===== config.mk =====
export PLATFORM = sky130hd
export DESIGN_NAME = vit_pmu
export DESIGN_NICKNAME = d
export VERILOG_FILES = /design/src/rtl/vit_pkg.sv /design/src/rtl/vit_acs_node.sv /design/src/rtl/vit_min_tree.sv /design/src/rtl/vit_noise_mon.sv /design/src/rtl/vit_pmu.sv
export SDC_FILE = /design/constraint.sdc
export NUM_CORES = 1
export LEC_CHECK = 0
export BUFFER_PORTS_ARGS = -buffer_cell sky130_fd_sc_hd__buf_4
export CORE_ASPECT_RATIO = 2
export CORE_MARGIN = 8
export CORE_UTILIZATION = 60
export DETAILED_ROUTE_END_ITERATION = 12
export PLACE_DENSITY = 0.87
export SYNTH_ARGS = -nofsm -noshare
export SYNTH_HDL_FRONTEND = slang
export SYNTH_SLANG_ARGS = --single-unit
export TNS_END_PERCENT = 1

===== constraint.sdc =====
create_clock -name clk -period 14.3 [get_ports clk]
set_input_delay 2.86 -clock clk [delete_from_list [all_inputs] [get_ports clk]]
set_output_delay 2.86 -clock clk [all_outputs]
set_load 0.005 [all_outputs]

===== src/rtl/vit_pkg.sv =====
package vit_pkg;
    localparam int K       = 4;
    localparam int SW      = K - 1;
    localparam int NSTATE  = 1 << SW;
    localparam int BM_W    = 3;
    localparam int NSYM    = 4;
    localparam int PM_W    = 8;
    localparam int NOISE_W = 8;
    localparam int BAND_W  = 2;

    localparam logic [PM_W-1:0] PM_INIT_OTHER = 8'd64;
    localparam logic [K-1:0]    GEN_A         = 4'b1101;
    localparam logic [K-1:0]    GEN_B         = 4'b1111;

    typedef logic [PM_W-1:0]    pm_t;
    typedef logic [SW-1:0]      state_t;
    typedef logic [BM_W-1:0]    bm_t;
    typedef logic [NOISE_W-1:0] noise_t;

    typedef struct packed {
        logic dec;
        logic carry;
        pm_t  metric;
    } acs_res_t;

    function automatic state_t pred_of(state_t nxt, logic upper);
        return {upper, nxt[SW-1:1]};
    endfunction

    // Taps ordered current bit first, then oldest-last history.
    function automatic logic [1:0] code_sym(state_t pred, logic u);
        logic [K-1:0] taps;
        taps[K-1] = u;
        for (int j = 0; j < SW; j++) taps[K-2-j] = pred[j];
        return {^(taps & GEN_A), ^(taps & GEN_B)};
    endfunction
endpackage


===== src/rtl/vit_acs_node.sv =====
module vit_acs_node
    import vit_pkg::*;
(
    input  pm_t      pm_lo,
    input  pm_t      pm_hi,
    input  bm_t      bm_lo,
    input  bm_t      bm_hi,
    output acs_res_t res
);
    logic [PM_W:0] sum_lo, sum_hi;
    logic          take_hi;

    always_comb begin
        sum_lo  = {1'b0, pm_lo} + {{(PM_W+1-BM_W){1'b0}}, bm_lo};
        sum_hi  = {1'b0, pm_hi} + {{(PM_W+1-BM_W){1'b0}}, bm_hi};
        take_hi = sum_hi < sum_lo;
        res.dec    = take_hi;
        res.carry  = sum_lo[PM_W] | sum_hi[PM_W];
        res.metric = take_hi ? sum_hi[PM_W-1:0] : sum_lo[PM_W-1:0];
    end
endmodule


===== src/rtl/vit_min_tree.sv =====
module vit_min_tree
    import vit_pkg::*;
(
    input  pm_t    pm [NSTATE],
    output state_t best_idx,
    output pm_t    best_val
);
    pm_t    val [SW+1][NSTATE];
    state_t idx [SW+1][NSTATE];

    always_comb begin
        for (int l = 0; l <= SW; l++) begin
            for (int n = 0; n < NSTATE; n++) begin
                val[l][n] = '0;
                idx[l][n] = '0;
            end
        end
        for (int n = 0; n < NSTATE; n++) begin
            val[0][n] = pm[n];
            idx[0][n] = state_t'(n);
        end
        for (int l = 0; l < SW; l++) begin
            for (int n = 0; n < (NSTATE >> (l + 1)); n++) begin
                if (val[l][2*n+1] < val[l][2*n]) begin
                    val[l+1][n] = val[l][2*n+1];
                    idx[l+1][n] = idx[l][2*n+1];
                end else begin
                    val[l+1][n] = val[l][2*n];
                    idx[l+1][n] = idx[l][2*n];
                end
            end
        end
        best_idx = idx[SW][0];
        best_val = val[SW][0];
    end
endmodule


===== src/rtl/vit_noise_mon.sv =====
module vit_noise_mon
    import vit_pkg::*;
(
    input  logic   clk,
    input  logic   rst,
    input  logic   take,
    input  pm_t    old_ref,
    input  pm_t    raw_ref,
    output noise_t count
);
    logic [BAND_W-1:0] band_old, band_new, steps;

    always_comb begin
        band_old = old_ref[PM_W-1 -: BAND_W];
        band_new = raw_ref[PM_W-1 -: BAND_W];
        steps    = (band_new > band_old) ? (band_new - band_old) : '0;
    end

    always_ff @(posedge clk) begin
        if (rst)       count <= '0;
        else if (take) count <= count + noise_t'(steps);
    end
endmodule


===== src/rtl/vit_pmu.sv =====
module vit_pmu
    import vit_pkg::*;
#(
    parameter int REF_STATE = 0
) (
    input  logic                   clk,
    input  logic                   rst,
    input  logic                   in_valid,
    output logic                   in_ready,
    input  logic [NSYM*BM_W-1:0]   in_bm,
    output logic                   dec_valid,
    output logic [NSTATE-1:0]      dec_bits,
    output logic [SW-1:0]          best_state,
    output logic [PM_W-1:0]        best_metric,
    output logic [NOISE_W-1:0]     noise_count
);
    pm_t               pm_q  [NSTATE];
    pm_t               raw   [NSTATE];
    bm_t               bm_arr[NSYM];
    acs_res_t          res   [NSTATE];
    logic [NSTATE-1:0] hi_bits, dec_w, carry_w;
    logic              take, norm, ready_q;

    assign in_ready = ready_q;
    assign take     = in_valid & ready_q;
    assign norm     = &hi_bits;

    genvar k, s;
    generate
        for (k = 0; k < NSYM; k++) begin : g_unpack
            assign bm_arr[k] = in_bm[k*BM_W +: BM_W];
        end
        for (s = 0; s < NSTATE; s++) begin : g_state
            localparam state_t     P_LO  = pred_of(state_t'(s), 1'b0);
            localparam state_t     P_HI  = pred_of(state_t'(s), 1'b1);
            localparam logic       U_BIT = 1'(s % 2);
            localparam logic [1:0] S_LO  = code_sym(P_LO, U_BIT);
            localparam logic [1:0] S_HI  = code_sym(P_HI, U_BIT);
            vit_acs_node u_acs (
                .pm_lo (pm_q[P_LO]),
                .pm_hi (pm_q[P_HI]),
                .bm_lo (bm_arr[S_LO]),
                .bm_hi (bm_arr[S_HI]),
                .res   (res[s])
            );
            assign raw[s]     = res[s].metric;
            assign hi_bits[s] = res[s].metric[PM_W-1];
            assign dec_w[s]   = res[s].dec;
            assign carry_w[s] = res[s].carry;
        end
    endgenerate

    always_ff @(posedge clk) begin
        if (rst) begin
            ready_q   <= 1'b0;
            dec_valid <= 1'b0;
            dec_bits  <= '0;
            for (int i = 0; i < NSTATE; i++)
                pm_q[i] <= (i == 0) ? pm_t'(0) : PM_INIT_OTHER;
        end else begin
            ready_q   <= 1'b1;
            dec_valid <= take;
            if (take) begin
                dec_bits <= dec_w;
                for (int i = 0; i < NSTATE; i++)
                    pm_q[i] <= norm ? {1'b0, raw[i][PM_W-2:0]} : raw[i];
            end
        end
    end

    vit_min_tree u_min (
        .pm       (pm_q),
        .best_idx (best_state),
        .best_val (best_metric)
    );

    vit_noise_mon u_noise (
        .clk     (clk),
        .rst     (rst),
        .take    (take),
        .old_ref (pm_q[REF_STATE]),
        .raw_ref (raw[REF_STATE]),
        .count   (noise_count)
    );
endmodule


Word-level counts from Yosys, hierarchy flattened
Cells that the tools add are included.
Storage, ports and cells
  flip-flop bits (word level): 82
  input port bits: 15
Operators by class
  $add $sub $neg: 18
  $lt $le $gt $ge: 16
  multiplexer cells: 32
  bitwise logic cells: 1
  reduce and logical (&&, ||, !) cells: 1
Operators with widths (number)
  8-bit 2-to-1 mux: 23
  8-bit by 3-bit adder with 9-bit output: 16
  9-bit < comparator: 8
  8-bit < comparator: 7
  8-bit by 2-bit adder with 8-bit output: 1
  8-bit AND reduction: 1
  2-bit 2-to-1 mux: 3
  1-bit 2-to-1 mux: 5
  3-bit 2-to-1 mux: 1
  2-bit greater-than comparator: 1
  2-bit subtractor: 1
  1-bit AND: 1

Longest topological paths before layout
  depth after elaboration: 6
  mapped depth: 29

Modules after synthesis
Synthesis repeated with hierarchy kept, for this count alone.
Second synthesis, totals
  cells, all modules: 1302
  area total of the unflattened synthesis: 10477.5 µm²
Modules (own cells, without submodules)
  vit_acs_node: instances 8, cells an instance 83, area an instance 666.9 µm²
  vit_pmu: instances 1, cells an instance 318, area an instance 2632.5 µm²
  vit_min_tree: instances 1, cells an instance 268, area an instance 2038.2 µm²
  vit_noise_mon: instances 1, cells an instance 52, area an instance 471.7 µm²

Worst setup path before layout
Ideal clock, no wire load.
  path type: flip-flop to output port
  from: register pm_q[12] (netlist bit)
  to: output best_metric[1]
  arrival time: 5.129 ns
  required time: 11.440 ns
  path slack: 6.311 ns
  cell stages (with the launch flop): 29
  path through: dfxtp_1 -> clkbuf_1 -> inv_1 -> ha_1 -> a21o_1 -> a21o_1 -> a21oi_1 -> o31a_1 -> clkbuf_1 -> a21oi_1 -> inv_1 -> ha_1 -> a21o_1 -> a21oi_1 -> nor2_1 -> a2111oi_0 -> a21boi_1 -> buf_2 -> mux2i_1 -> ha_1 -> a21oi_1 -> nor2b_1 -> o21ai_0 -> nand2b_1 -> o21bai_1 -> inv_1 -> a31oi_2 -> buf_6 -> mux2_4
Between the ends
  word-level cells in the longest chain between the ends: 6
Ends and longest elaborated chain
  start: declaration: RTL line vit_pmu.sv:17  | pm_t pm_q [NSTATE];
  start signal: indexed assignment: RTL line vit_pmu.sv:59  | pm_q[i] <= (i == 0) ? pm_t'(0) : PM_INIT_OTHER;
  start signal: indexed assignment: RTL line vit_pmu.sv:66  | pm_q[i] <= norm ? {1'b0, raw[i][PM_W-2:0]} : raw[i];
  8-bit < comparator: RTL line vit_min_tree.sv:24  | if (val[l][2*n+1] < val[l][2*n]) begin
  8-bit 2-to-1 mux (*): RTL line vit_min_tree.sv:24
  8-bit < comparator: RTL line vit_min_tree.sv:24
  8-bit 2-to-1 mux (*): RTL line vit_min_tree.sv:24
  8-bit < comparator: RTL line vit_min_tree.sv:24
  8-bit 2-to-1 mux (*): RTL line vit_min_tree.sv:24
  end: declaration: RTL line vit_pmu.sv:14  | output logic [PM_W-1:0] best_metric,
Mark *: on every way between the ends. The rest lies on a longest branch, timed or not.

Worst setup path after layout
  from: register pm_q[29] (netlist bit)
  to: output best_state[1]
Between the ends
  word-level cells in the longest chain between the ends: 6
Ends and longest elaborated chain
  8-bit < comparator: RTL line vit_min_tree.sv:24
  8-bit 2-to-1 mux (*): RTL line vit_min_tree.sv:24
  8-bit < comparator: RTL line vit_min_tree.sv:24
  8-bit 2-to-1 mux: RTL line vit_min_tree.sv:24
  8-bit < comparator: RTL line vit_min_tree.sv:24
  3-bit 2-to-1 mux (*): RTL line vit_min_tree.sv:24
  end: declaration: RTL line vit_pmu.sv:13  | output logic [SW-1:0] best_state,
Marks and branches as above.

==> summary.md <==
| Metric | Value |
|---|---|
| Filler instances | 1360 |
| Syn Nets | 1406 |
| Tot GR Track Use | 26.0% |
| Pwr dens | 159 mW/mm² |
| Starting Density | 60.8% |
| Sw Pwr | 0.753 mW |
| Routed WL | 26900 µm |
| Final Hold Fails | 0 |
| Clock Tree Buf Depth | 2 |
| Mapped Avg Cell Area | 8.10 µm² |
| Row count | 66 |
| Net Sw Frac | 45.6% |
| Status | completed |
| Worst setup margin | 4.28 ns |
| Distinct cell type count after synthesis | 67 |
| Worst Setup End Kind | output pin |
| CTS Root Cell | clkbuf_16 |
| Largest net degree at the start of global routing | 89 |
| First-pass GRT wire length | 44300 µm |
| H-tree levels | 3 |
| DRT antenna net count | 0 |
| Chip Width | 106 µm |
| Final TNS setup | 0 ns |
| Critical Path RT | 11.44 ns |
| Critical Path Fanout Max | 15 |
| Post-synth ARST share | 0% |
| Sequential Power Share | 18.3% |
| CP Class | flip-flop to output pin |
| CTS Buf Count | 9 |
| # diodes | 0 |
| Rel. slew slack | 17.3% |
| Resized cells post-CTS | 0 |
| Share of the synthesized area in the top cell type | 21.0% |
| Routability cong. | 0.966 |
| RSZ-0062 raised after global routing | false |
| Starting DRT DRC Count | 719 |
| Setup slack at placement | 4.66 ns |
| Core Region | 0.0161 mm² |
| Clock Power Share | 14.0% |
| Yosys warnings | 0 |
| Reg clk slew, reported paths | 0.07 ns |
| Startpoint Class | flip-flop |
| Seq cells post-synth | 82 |
| Gate power share | 67.7% |
| EDFF count, synth | 0 |
| Routed WL per cell | 19.0 µm |
| Clk_lat worst skew | 0.36 ns |
| Count of final setup violators | 0 |
| Period utilization | 70.1% |
| Layout cells sized above 1 | 7.78% |
| Cts hold-fix bufs | 0 |
| Max Slew Vio Count | 0 |
| Min cycle time layout | 10.02 ns |
| Drc violations | 0 |
| Top_reg_cell synth | dfxtp_1 |
| TritonRoute pass-1 iters | 6 |
| Vias per std cell | 6.31 |
| Via Count | 8906 |
| Full die area | 0.0209 mm² |
| Area Growth Syn to Fin | 6.36% |
| Leakage | 4.83 nW |
| Post-CTS setup buffer count | 0 |
| Clk sinks | 82 |
| CTS tree | built |
| Arr. time, crit path | 7.16 ns |
| Initial antenna violation count | 0 |
| IO Count | 44 |
| Die H | 197 µm |
| Layout Utilization | 64.7% |
| Hold WC Path Type | flip-flop to flip-flop |
| Total grt overflow | 0 |
| Cells after Synth | 1209 |
| Port buffer count | 43 |
| Worst Tran Pin Value | 1.24 ns |
| Top cells by area, synth | ha_1 (21%), dfxtp_1 (17%), xnor2_1 (6.4%) |
| Synthesized area | 0.00979 mm² |
| Post-DP HPWL | 21100 µm |
| Max Cap Violations | 0 |
| Fmax | 99.8 MHz |
| Area leader, netlist | ha_1 |
| Number of global-route vias before repair | 8873 |
| Nets | 1400 |
| Int Power | 0.899 mW |
| Peak VDD IR | 123 µV |
| Final Skew | 0.0107 ns |
| Sequential fraction of the synthesis area | 16.8% |
[routing by layer]
| metal | vias up | wire (µm) | track usage [%] | part of all wire (%) |
|---|---|---|---|---|
| li1 | 4278 | - | - | - |
| met1 | 4207 | 11100 | 31.0 | 41 |
| met2 | 336 | 12900 | 44.1 | 48 |
| met3 | 85 | 1580 | 3.50 | 5.9 |
| met4 | 0 | 1250 | 13.8 | 4.6 |
| met5 | - | 0 | 0 | 0 |
[critical path, stage by stage, from the launching register on]
cell,delay (ns)
dfxtp_1,0.37
clkinv_1,0.23
ha_1,0.38
a21oi_1,0.14
o21ai_0,0.15
a21oi_1,0.82
nor2_1,0.08
a21oi_1,0.23
ha_1,0.29
a21o_1,0.18
a21oi_1,0.15
nor2_1,0.05
a2111oi_0,0.62
a21boi_1,0.90
mux2i_1,0.28
ha_1,0.34
and4_1,0.16
o21ai_0,0.09
o21bai_1,0.15
inv_1,0.06
a31oi_2,0.65
mux2_4,0.35
buf_4,0.14
[worst paths after layout]
kind | start | endpoint | slack (ns) | cells after the start
hold reg to reg | u_noise.count[0] | u_noise.count[0] | 0.48 | 2
setup / recovery | pm_q[29] | best_state[1] | 4.28 | 22
hold / removal | u_noise.count[0] | u_noise.count[0] | 0.48 | 2
setup reg to reg | pm_q[24] | u_noise.count[7] | 8.91 | 22
[placed cells by master, fill, tap and decap left out, types with 8 or more instances in the layout]
master / synthesis / layout
ha_1: 164 / 164
nor2_1: 122 / 122
nand2_1: 102 / 101
a21oi_1: 93 / 93
inv_1: 86 / 86
dfxtp_1: 82 / 82
xnor2_1: 72 / 72
mux2i_1: 58 / 58
a21o_1: 55 / 55
buf_4: 0 / 46
nand4_1: 33 / 33
a211oi_1: 33 / 33
o211ai_1: 31 / 31
xor2_1: 28 / 28
o21ai_0: 20 / 20
fa_1: 18 / 18
nand2b_1: 15 / 15
nand3_1: 14 / 14
nor3_1: 11 / 11
o21a_1: 10 / 10
mux2_4: 10 / 10
clkbuf_16: 0 / 9
and2_1: 9 / 8
mux2_2: 8 / 8
[cell type report]
class	count	area [µm²]	share of cell area, %
Inverter	87	327	3.14
Multi-Input combinational cell	977	7570	72.7
Clock inverter	3	23.8	0.228
Sequential cell	82	1640	15.8
Timing Repair Buffer	46	345	3.32
Tap cell	204	255	2.45
Clock buffer	13	250	2.40
[registers in the layout, summed over array words and instances (netlist names)]
| signal | cells |
|---|---|
| dec_bits | 8 |
| dec_valid | 1 |
| in_ready | 1 |
| pm_q | 64 |
| u_noise.count | 8 |
[kinds of logic after synthesis]
family / Yosys count / share of synthesized area (%)
muxes: 78 / 8.64
DFF: 82 / 16.8
and+or+nand+nor: 330 / 15.2
buffers and inverters: 150 / 5.99
AOI/OAI and AO/OA: 287 / 19.8
adders and majority gates: 182 / 24.6
xor gates and xnor gates: 100 / 8.95
[power by group through the flow]
| stage | logic (mW) | registers (mW) | clock network, mW |
|---|---|---|---|
| 5_1_grt | 1.24 | 0.305 | 0.242 |
| 6_report | 1.12 | 0.302 | 0.232 |
| 2_1_floorplan | 0.869 | 0.277 | 0 |
| 3_3_place_gp | 1.07 | 0.304 | 0 |
| 4_1_cts | 1.12 | 0.300 | 0.230 |
| 3_5_place_dp | 1.11 | 0.305 | 0 |
[cell usage after synthesis (8+ instances only)]
library cell / instances
fa_1: 18
mux2_2: 8
a21o_1: 55
xnor2_1: 72
dfxtp_1: 82
mux2i_1: 58
nand4_1: 33
xor2_1: 28
o211ai_1: 31
nor3_1: 11
o21ai_0: 20
a21oi_1: 93
nand2b_1: 15
o21a_1: 10
a211oi_1: 33
inv_1: 86
nand3_1: 14
nand2_1: 102
clkbuf_1: 53
ha_1: 164
nor2_1: 122
mux2_4: 10
and2_1: 9
[metrics by stage]
| stage | hold slack [ns] | cell area, µm² | instances | power (mW) |
|---|---|---|---|---|
| floorplan | 0.457 | 9790 | 1209 | 1.15 |
| global placement | 0.468 | 10100 | 1396 | 1.38 |
| detailed placement | 0.473 | 10100 | 1396 | 1.42 |
| CTS | 0.485 | 10400 | 1412 | 1.65 |
| global route | 0.520 | 10400 | 1412 | 1.79 |
| finish | 0.483 | 10400 | 1412 | 1.65 |
No activity file was read; power rests on OpenSTA's default activity.
